### src/rtl/pwm_ds_dac.sv
module pwm_ds_dac #(
  parameter int CHANNELS = 10,
  parameter int COARSE_W = 14,
  parameter int FRAC_W   = 8,
  localparam int ADDR_W  = (CHANNELS > 1) ? $clog2(CHANNELS) : 1,
  localparam int SET_W   = COARSE_W + FRAC_W
) (
  input  logic                clk,
  input  logic                rst,
  input  logic                wr_en,
  input  logic [ADDR_W-1:0]   wr_addr,
  input  logic [SET_W-1:0]    wr_data,
  output logic [CHANNELS-1:0] pwm_out,
  output logic [CHANNELS-1:0] pwm_out_n
);

  logic [COARSE_W-1:0] cnt;
  logic                wrap;

  assign wrap = &cnt;

  always_ff @(posedge clk) begin
    if (rst) cnt <= '0;
    else     cnt <= cnt + 1'b1;
  end

  for (genvar g = 0; g < CHANNELS; g++) begin : g_ch
    logic [SET_W-1:0]    shadow;
    logic [COARSE_W-1:0] coarse;
    logic [FRAC_W-1:0]   resid;
    logic                ext;
    logic                on_q;
    logic [FRAC_W:0]     sum;
    logic                on_d;

    assign sum  = {1'b0, resid} + {1'b0, shadow[FRAC_W-1:0]};
    assign on_d = {1'b0, cnt} < ({1'b0, coarse} + {{COARSE_W{1'b0}}, ext});

    always_ff @(posedge clk) begin
      if (rst) begin
        shadow <= '0;
        coarse <= '0;
        resid  <= '0;
        ext    <= 1'b0;
        on_q   <= 1'b0;
      end else begin
        if (wr_en && wr_addr == ADDR_W'(g)) shadow <= wr_data;
        if (wrap) begin
          coarse <= shadow[SET_W-1:FRAC_W];
          resid  <= sum[FRAC_W-1:0];
          ext    <= sum[FRAC_W];
        end
        on_q <= on_d;
      end
    end

    assign pwm_out[g]   = on_q;
    assign pwm_out_n[g] = ~on_q;
  end

endmodule


### config.mk
export PLATFORM = sky130hd
export DESIGN_NAME = pwm_ds_dac
export DESIGN_NICKNAME = d
export VERILOG_FILES = /design/src/rtl/pwm_ds_dac.sv
export SDC_FILE = /design/constraint.sdc
export NUM_CORES = 1
export LEC_CHECK = 0
export BUFFER_PORTS_ARGS = -buffer_cell sky130_fd_sc_hd__buf_2
export CELL_PAD_IN_SITES_DETAIL_PLACEMENT = 0
export CELL_PAD_IN_SITES_GLOBAL_PLACEMENT = 1
export CORE_ASPECT_RATIO = 1.5
export CORE_MARGIN = 10
export CORE_UTILIZATION = 45
export DETAILED_ROUTE_END_ITERATION = 8
export GPL_ROUTABILITY_DRIVEN = 1
export GPL_TIMING_DRIVEN = 0
export PLACE_DENSITY = 0.73
export REMOVE_ABC_BUFFERS = 1
export SLEW_MARGIN = 0
export SYNTH_ARGS = -nofsm -noshare
export SYNTH_HDL_FRONTEND = slang
export SYNTH_SLANG_ARGS = --single-unit
### constraint.sdc
create_clock -name clk -period 4.7 [get_ports clk]
set_input_delay 0.235 -clock clk [delete_from_list [all_inputs] [get_ports clk]]
set_output_delay 0.235 -clock clk [all_outputs]
set_load 0.02 [all_outputs]
==> results of run 1 <==
worst max-delay path, cell delays in order (launching register included):
cell      delay, ps
dfxtp_1        1040
ha_1            380
and4_4          270
nand4_1         770
buf_8           480
buf_16          170
buf_8           160
or3_1           310
o211ai_1        150
kinds of logic after synthesis:
| logic type | Yosys count | share of synthesized area, % |
|---|---|---|
| simple gates | 1298 | 22.7 |
| compound gates | 728 | 16.8 |
| flops | 474 | 38.5 |
| buf+inv | 255 | 4.34 |
| fa+ha+maj | 241 | 12.6 |
| xor+xnor | 143 | 5.09 |
layer usage:
layer	vias up	GRT usage [%]	wire (um)
li1	10630	-	-
met1	9911	24.2	28500
met2	349	38.4	34800
met3	109	2.32	2530
met4	2	6.94	2100
met5	-	0	7
worst max-delay path by stage:
| stage | from | to | slack [ps] | depth (start not counted) |
|---|---|---|---|---|
| floorplan | cnt[1]$_SDFF_PP0_ | g_ch[0].resid[7]$_SDFFE_PP0P_ | -3400 | 5 |
| global placement | cnt[1]$_SDFF_PP0_ | g_ch[4].resid[7]$_SDFFE_PP0P_ | -10040 | 5 |
| detailed placement | cnt[1]$_SDFF_PP0_ | g_ch[7].resid[7]$_SDFFE_PP0P_ | 840 | 8 |
| CTS | cnt[1]$_SDFF_PP0_ | g_ch[7].resid[7]$_SDFFE_PP0P_ | 820 | 8 |
| global route | cnt[1]$_SDFF_PP0_ | g_ch[7].resid[7]$_SDFFE_PP0P_ | 630 | 8 |
| finish | cnt[1]$_SDFF_PP0_ | g_ch[7].resid[7]$_SDFFE_PP0P_ | 860 | 8 |
through the flow:
stage / power, mW / utilization (%)
CTS: 8.80 / 50.1
global placement: 4.53 / 45.9
floorplan: 4.31 / -
detailed placement: 4.55 / 46.9
global route: 8.99 / 50.1
finish: 8.69 / 50.1
power by group:
group	switching [mW]	internal [mW]	total, mW
Combinational	0.267	0.0978	0.365
Clock	1.66	2.58	4.24
Sequential	0.0347	4.05	4.09
Total	1.96	6.73	8.69
flip-flops by register name (all words and copies together), names as in the netlist:
signal,flops
g_ch.shadow,220
g_ch.coarse,140
g_ch.resid,80
cnt,14
g_ch.ext,10
g_ch.on_q,10
cell usage after synthesis (19+ instances only):
cell      instances  area [um2]
o21ai_0          69         345
ha_1            231        2890
xor2_1           90         788
buf_2            31         155
nand4_1          34         213
a21o_1           37         278
nand3_1         118         591
xnor2_1          53         464
nand2_1         869        3260
or3_1            19         119
inv_1            74         278
nor2b_1          34         213
a21oi_1         496        2480
nor3_1           36         180
nor2_1           90         338
dfxtp_1         474        9490
clkbuf_1        123         462
and3_1           20         125
cell usage in the layout (no fill, tap or decap), types with 12 or more instances in the layout:
master     count
nand4_1       34
ha_1         231
buf_2         47
o31ai_1       13
xor2_1        90
nand3b_1      18
dfxtp_1      474
or3_1         19
clkbuf_1      12
and3_1        20
nand3_1      118
a21o_1        37
nor3_1        34
a21oi_1      496
and2_1        18
a211oi_1      13
xnor2_1       53
inv_1         73
a31oi_1       17
clkbuf_16     51
buf_8         13
nor2b_1       34
nand2_1      869
nor2_1        87
o21ai_0       69
area by class of cell:
type                            count  area [um2]  area share, %
Tap cell                          695         870           3.19
Timing Repair Buffer               76         773           2.84
Clock buffer                       73        1460           5.35
Sequential cell                   474        9490           34.8
Inverter                           74         278           1.02
Clock inverter                     15         285           1.05
Multi-Input combinational cell   2410       14100           51.7
==> flow_metrics.env, run 1 <==
export IMPL_fmax_mhz=261
export IMPL_dp_hpwl_um=43500
export IMPL_drc=0
export IMPL_die_h_um=307
export IMPL_seq_area_frac_synth_pct=38.5
export IMPL_place_ws_ps=841
export IMPL_worstPathRequired_ps=5200
export IMPL_overflow=0
export IMPL_cts_made_buffers=49
export IMPL_place_inst=3728
export IMPL_fin_ws_ps=862
export IMPL_async_flop_share_pct=0
export IMPL_drive_gt1_share_pct=5.80
export IMPL_clkTransAtPathRegs_ps=60
export IMPL_fill_cells=5298
export IMPL_timing_slew_headroom_pct=15.1
export IMPL_arrival_ps=4330
export IMPL_hp_class="input pin to flop"
export IMPL_cts_sinks=474
export IMPL_syn_avg_cell_area_um2=7.84
export IMPL_fin_area_um2=27200
export IMPL_numPortBuffers=48
export IMPL_timing_final_max_slew_violations=0
export IMPL_wl_um=67900
export IMPL_hold_ws_ps=68.6
export IMPL_post_cts_setup_buffer_count=0
export IMPL_synth_area_um2=24600
export IMPL_core_um2=54400
export IMPL_max_cap_violations=0
export IMPL_cp_end_kind="flop"
export IMPL_grt_pass1_vias=20107
export IMPL_critical_path_class="flop to flop"
export IMPL_h_tree_depth=2
export IMPL_worstHoldStart="rst"
export IMPL_ctsLongestPathBuffers=3
export IMPL_ys_flop_type="dfxtp_1"
export IMPL_start_util_pct=45.3
export IMPL_die_area_um2=64700
export IMPL_rsz0062_at_grt="false"
export IMPL_drt_iter0_drc=1153
export IMPL_cts_tree="done"
export IMPL_status="completed"
export IMPL_crit_fanout=21
export IMPL_vias=21001
export IMPL_area_delta_synth_final_pct=10.6
export IMPL_setup_viol=0
export IMPL_nNetsFinal=3355
export IMPL_root_buffer="clkbuf_16"
export IMPL_worstMarginPinSlew_ps=1270
export IMPL_placementRows=105
export IMPL_r2r_end="g_ch[7].resid[7]$_SDFFE_PP0P_"
export IMPL_drt_first_pass_iters=5
export IMPL_viasPerCell=5.50
export IMPL_syn_inst=3139
export IMPL_startpoint_type="flop"
export IMPL_p_per_area_nw_per_um2=319
export IMPL_setup_tns_ps=0
export IMPL_placed_area_um2=25500
export IMPL_antenna_found_initial=1
export IMPL_synth_edf_count=0
export IMPL_grt_max_degree=131
export IMPL_fin_crit_sh_pct=81.7
export IMPL_layout_cells_non_filler=3817
export IMPL_grt_pass1_wl_um=108000
export IMPL_clk_latency_ps=580
export IMPL_holdPathStages=2
export IMPL_min_period_ps=3840
export IMPL_finClkSkew_ps=14.8
export IMPL_yosys_warnings=0
export IMPL_yosysUniqueCellTypes=52
export IMPL_diodes=0
export IMPL_ir_worst_vdd_mv=0.222
export IMPL_post_drt_wl_per_cell_um=17.8
export IMPL_p_leak_nw=10.3
export IMPL_r2r_slack_ps=860
export IMPL_io_pins=49
export IMPL_hold_viol=0
export IMPL_ctsHoldBuffers=0
export IMPL_postRouteAntennaNets=0
export IMPL_whs_endpoint="g_ch[8].resid[2]$_SDFFE_PP0P_"
export IMPL_reg2reg_depth=8
export IMPL_fp_dieW_um=211
export IMPL_synth_seq_cells=474
export IMPL_grt_total_usage_pct=20.8
export IMPL_cts_resized=0
export IMPL_rr_startpoint="cnt[1]$_SDFF_PP0_"
export IMPL_gp_congestion=0.818
Power figures use the tool's default switching activity.
==> inputs of run 2 (changes only) <==
Settings changed: ABC_AREA set to 1, CORE_UTILIZATION 45 to 42.
Clock period 4.7 ns to 3.15 ns, I/O delays scaled along.
==> run 2 against run 1 <==
- sequential power grew 50%
- clock power increased by 46%
- die area grew 11%
- worst hold slack worse by 26 ps
- non-clock buffer count is 7 lower
- sequential cell count unchanged
- routed wire length increased by 7.6%
- highest routed layer unchanged
==> flow_metrics.env, run 2 <==
export IMPL_cts_sinks=474
export IMPL_synth_top_area_share_pct=37.0
export IMPL_setup_tns_ps=0
export IMPL_hold_viol=0
export IMPL_grt_total_usage_pct=19.9
export IMPL_multi_input_area_um2=14400
export IMPL_grt_pass1_vias=21879
export IMPL_crit_fanout=106
export IMPL_root_buffer="clkbuf_16"
export IMPL_wl_um=73100
export IMPL_synthMuxAreaShare_pct=0
export IMPL_synth_compound_area_share_pct=12.9
export IMPL_reg_largest_list="g_ch.shadow (220), g_ch.coarse (140), g_ch.resid (80)"
export IMPL_grt_pass1_wl_um=116000
export IMPL_startpoint_type="flop"
export IMPL_p_per_area_nw_per_um2=458
export IMPL_timing_slew_headroom_pct=14.2
export IMPL_cts_tree="done"
export IMPL_fin_crit_sh_pct=94.1
export IMPL_drive_gt1_share_pct=5.89
export IMPL_ys_top_cells_by_area="dfxtp_1, nor2_1, ha_1"
export IMPL_placementRows=111
export IMPL_fp_dieW_um=222
export IMPL_fmax_mhz=337
export IMPL_final_cell_mix="nor2_1, dfxtp_1, nand2_1"
export IMPL_status="completed"
export IMPL_cts_made_buffers=51
export IMPL_die_h_um=323
export IMPL_postRouteAntennaNets=0
export IMPL_arrival_ps=3450
export IMPL_synth_top_cell_by_area="dfxtp_1"
export IMPL_synthSimpleGateAreaFrac_pct=25.8
export IMPL_worstPathRequired_ps=3640
export IMPL_rsz0062_at_grt="false"
export IMPL_async_flop_share_pct=0
export IMPL_met2_length_um=36300
export IMPL_seq_area_frac_synth_pct=37.0
export IMPL_die_area_um2=71600
export IMPL_synth_area_um2=25700
export IMPL_vias=22631
export IMPL_synth_adder_area_share_pct=12.0
export IMPL_timing_final_max_slew_violations=0
export IMPL_overflow=0
export IMPL_hold_ws_ps=42.1
export IMPL_synth_top_family_by_area="simple AND/OR/NAND/NOR gates"
export IMPL_synthXorXnorAreaFrac_pct=5.01
export IMPL_max_flop_register="g_ch.shadow"
export IMPL_clkTransAtPathRegs_ps=70
export IMPL_yosysMostFrequentCell="nor2_1"
export IMPL_gp_congestion=0.852
export IMPL_area_delta_synth_final_pct=10.0
export IMPL_io_pins=49
export IMPL_cp_end_kind="flop"
export IMPL_highest_layer="met5"
export IMPL_grt_max_degree=156
export IMPL_min_period_ps=2970
export IMPL_setup_viol=0
export IMPL_hp_class="input pin to flop"
export IMPL_fill_cells=6172
export IMPL_final_seq_area_um2=9510
export IMPL_wl_met3_um=2750
export IMPL_finClkSkew_ps=16.9
export IMPL_ir_worst_vdd_mv=0.400
export IMPL_synth_seq_cells=474
export IMPL_clk_latency_ps=600
export IMPL_yosysUniqueCellTypes=31
export IMPL_wl_met1_um=31500
export IMPL_critical_path_class="flop to flop"
export IMPL_synth_edf_count=0
export IMPL_yosys_warnings=0
export IMPL_syn_inst=3606
export IMPL_p_leak_nw=13.1
export IMPL_final_common_cell="nor2_1"
export IMPL_ys_flop_type="dfxtp_1"
export IMPL_drt_first_pass_iters=5
export IMPL_drc=0
export IMPL_nNetsFinal=3826
export IMPL_core_um2=60800
export IMPL_antenna_found_initial=2
export IMPL_worstMarginPinSlew_ps=1290
export IMPL_syn_avg_cell_area_um2=7.12
export IMPL_start_util_pct=42.2
export IMPL_post_drt_wl_per_cell_um=16.6
export IMPL_viasPerCell=5.16
export IMPL_h_tree_depth=2
export IMPL_max_cap_violations=0
export IMPL_dp_hpwl_um=45300
export IMPL_numPortBuffers=48
export IMPL_drt_iter0_drc=1551
export IMPL_synth_commonest_cells="nor2_1, dfxtp_1, nand2_1, o21ai_0, inv_1"
export IMPL_largest_reg_flops=220
export IMPL_ctsLongestPathBuffers=3
==> run 2: cell count changes after synthesis, sizes merged, moves of 37 or more <==
cell,before,now
a21o,37,0
a21oi,496,190
inv,74,276
nand2,869,456
nand3,118,155
nor2,90,938
o21ai,69,447
==> run 2: logic make-up (layout without fill, tap and decap cells) <==
family | Yosys count | count (layout)
xor gates and xnor gates | 147 | 147
AOI/OAI and AO/OA | 653 | 653
other | 0 | 1
buffers and inverters | 452 | 442
adders and majority gates | 241 | 241
DFF | 474 | 474
and+or+nand+nor | 1639 | 1641
==> run 2: path summary, 6_finish.rpt <==
check / from / end / slack [ps] / cells after the start
worst max-delay path: cnt[4]$_SDFF_PP0_ / g_ch[4].resid[6]$_SDFFE_PP0P_ / 180 / 9
worst min-delay path: wr_data[12] / g_ch[4].shadow[12]$_SDFFE_PP0P_ / 40 / 3
worst max register to register: cnt[4]$_SDFF_PP0_ / g_ch[4].resid[6]$_SDFFE_PP0P_ / 180 / 9
worst min register to register: g_ch[3].shadow[19]$_SDFFE_PP0P_ / g_ch[3].shadow[19]$_SDFFE_PP0P_ / 440 / 2
==> run 2: worst max-delay path: stages, from the launching register on <==
cell and delay (ps):
dfxtp_2 730, nand2_1 180, nor2_2 190, nand4_4 280
nor2_8 240, buf_12 250, inv_8 230, buf_16 340
a21oi_1 240, nor2_1 60
==> run 2: what timing repair did <==
action / CTS / global route
pin swaps: 1 / 0
resized for setup: 16 / 3
hold endpoints to repair: 23 / 0
hold buffers: 4 / 0
endpoints found under the setup margin: 210 / 23
cloned: 2 / 1
buffers inserted: 1 / 0
==> run 2: report_power, final <==
group | total [mW] | internal (mW) | switching (mW)
combinational | 0.606 | 0.174 | 0.433
sequential | 6.13 | 6.07 | 0.0561
clock | 6.21 | 3.60 | 2.61
total | 12.9 | 9.84 | 3.10
==> run 2: cell type report <==
class / count / area share, %
antenna: 1 / 0.00886
clock buffer: 70 / 5.35
clock inverter: 25 / 0.779
inverter: 277 / 3.74
multi-input combinational: 2682 / 50.8
sequential: 474 / 33.7
tap: 791 / 3.50
timing repair buffer: 69 / 2.13
timing repair inverter: 1 / 0.0266
==> run 2: per-stage QoR <==
stage | instances | setup slack, ps | cell area (um2) | utilization, % | power (mW)
floorplan | 3431 | -2460 | 24800 | - | 6.57
global placement | 4270 | -8630 | 26100 | 42.8 | 6.87
detailed placement | 4286 | -1170 | 26400 | 43.4 | 6.87
CTS | 4388 | 31.4 | 28200 | 46.4 | 13.1
global route | 4389 | 25.2 | 28200 | 46.4 | 13.4
finish | 4390 | 184 | 28300 | 46.4 | 12.9
==> run 2: routing by layer <==
| metal | GRT usage (%) | up-vias |
|---|---|---|
| met2 | 36.6 | 402 |
| met4 | 7.39 | 4 |
| li1 | - | 11550 |
| met3 | 2.45 | 121 |
| met1 | 23.3 | 10554 |
| met5 | 0 | - |
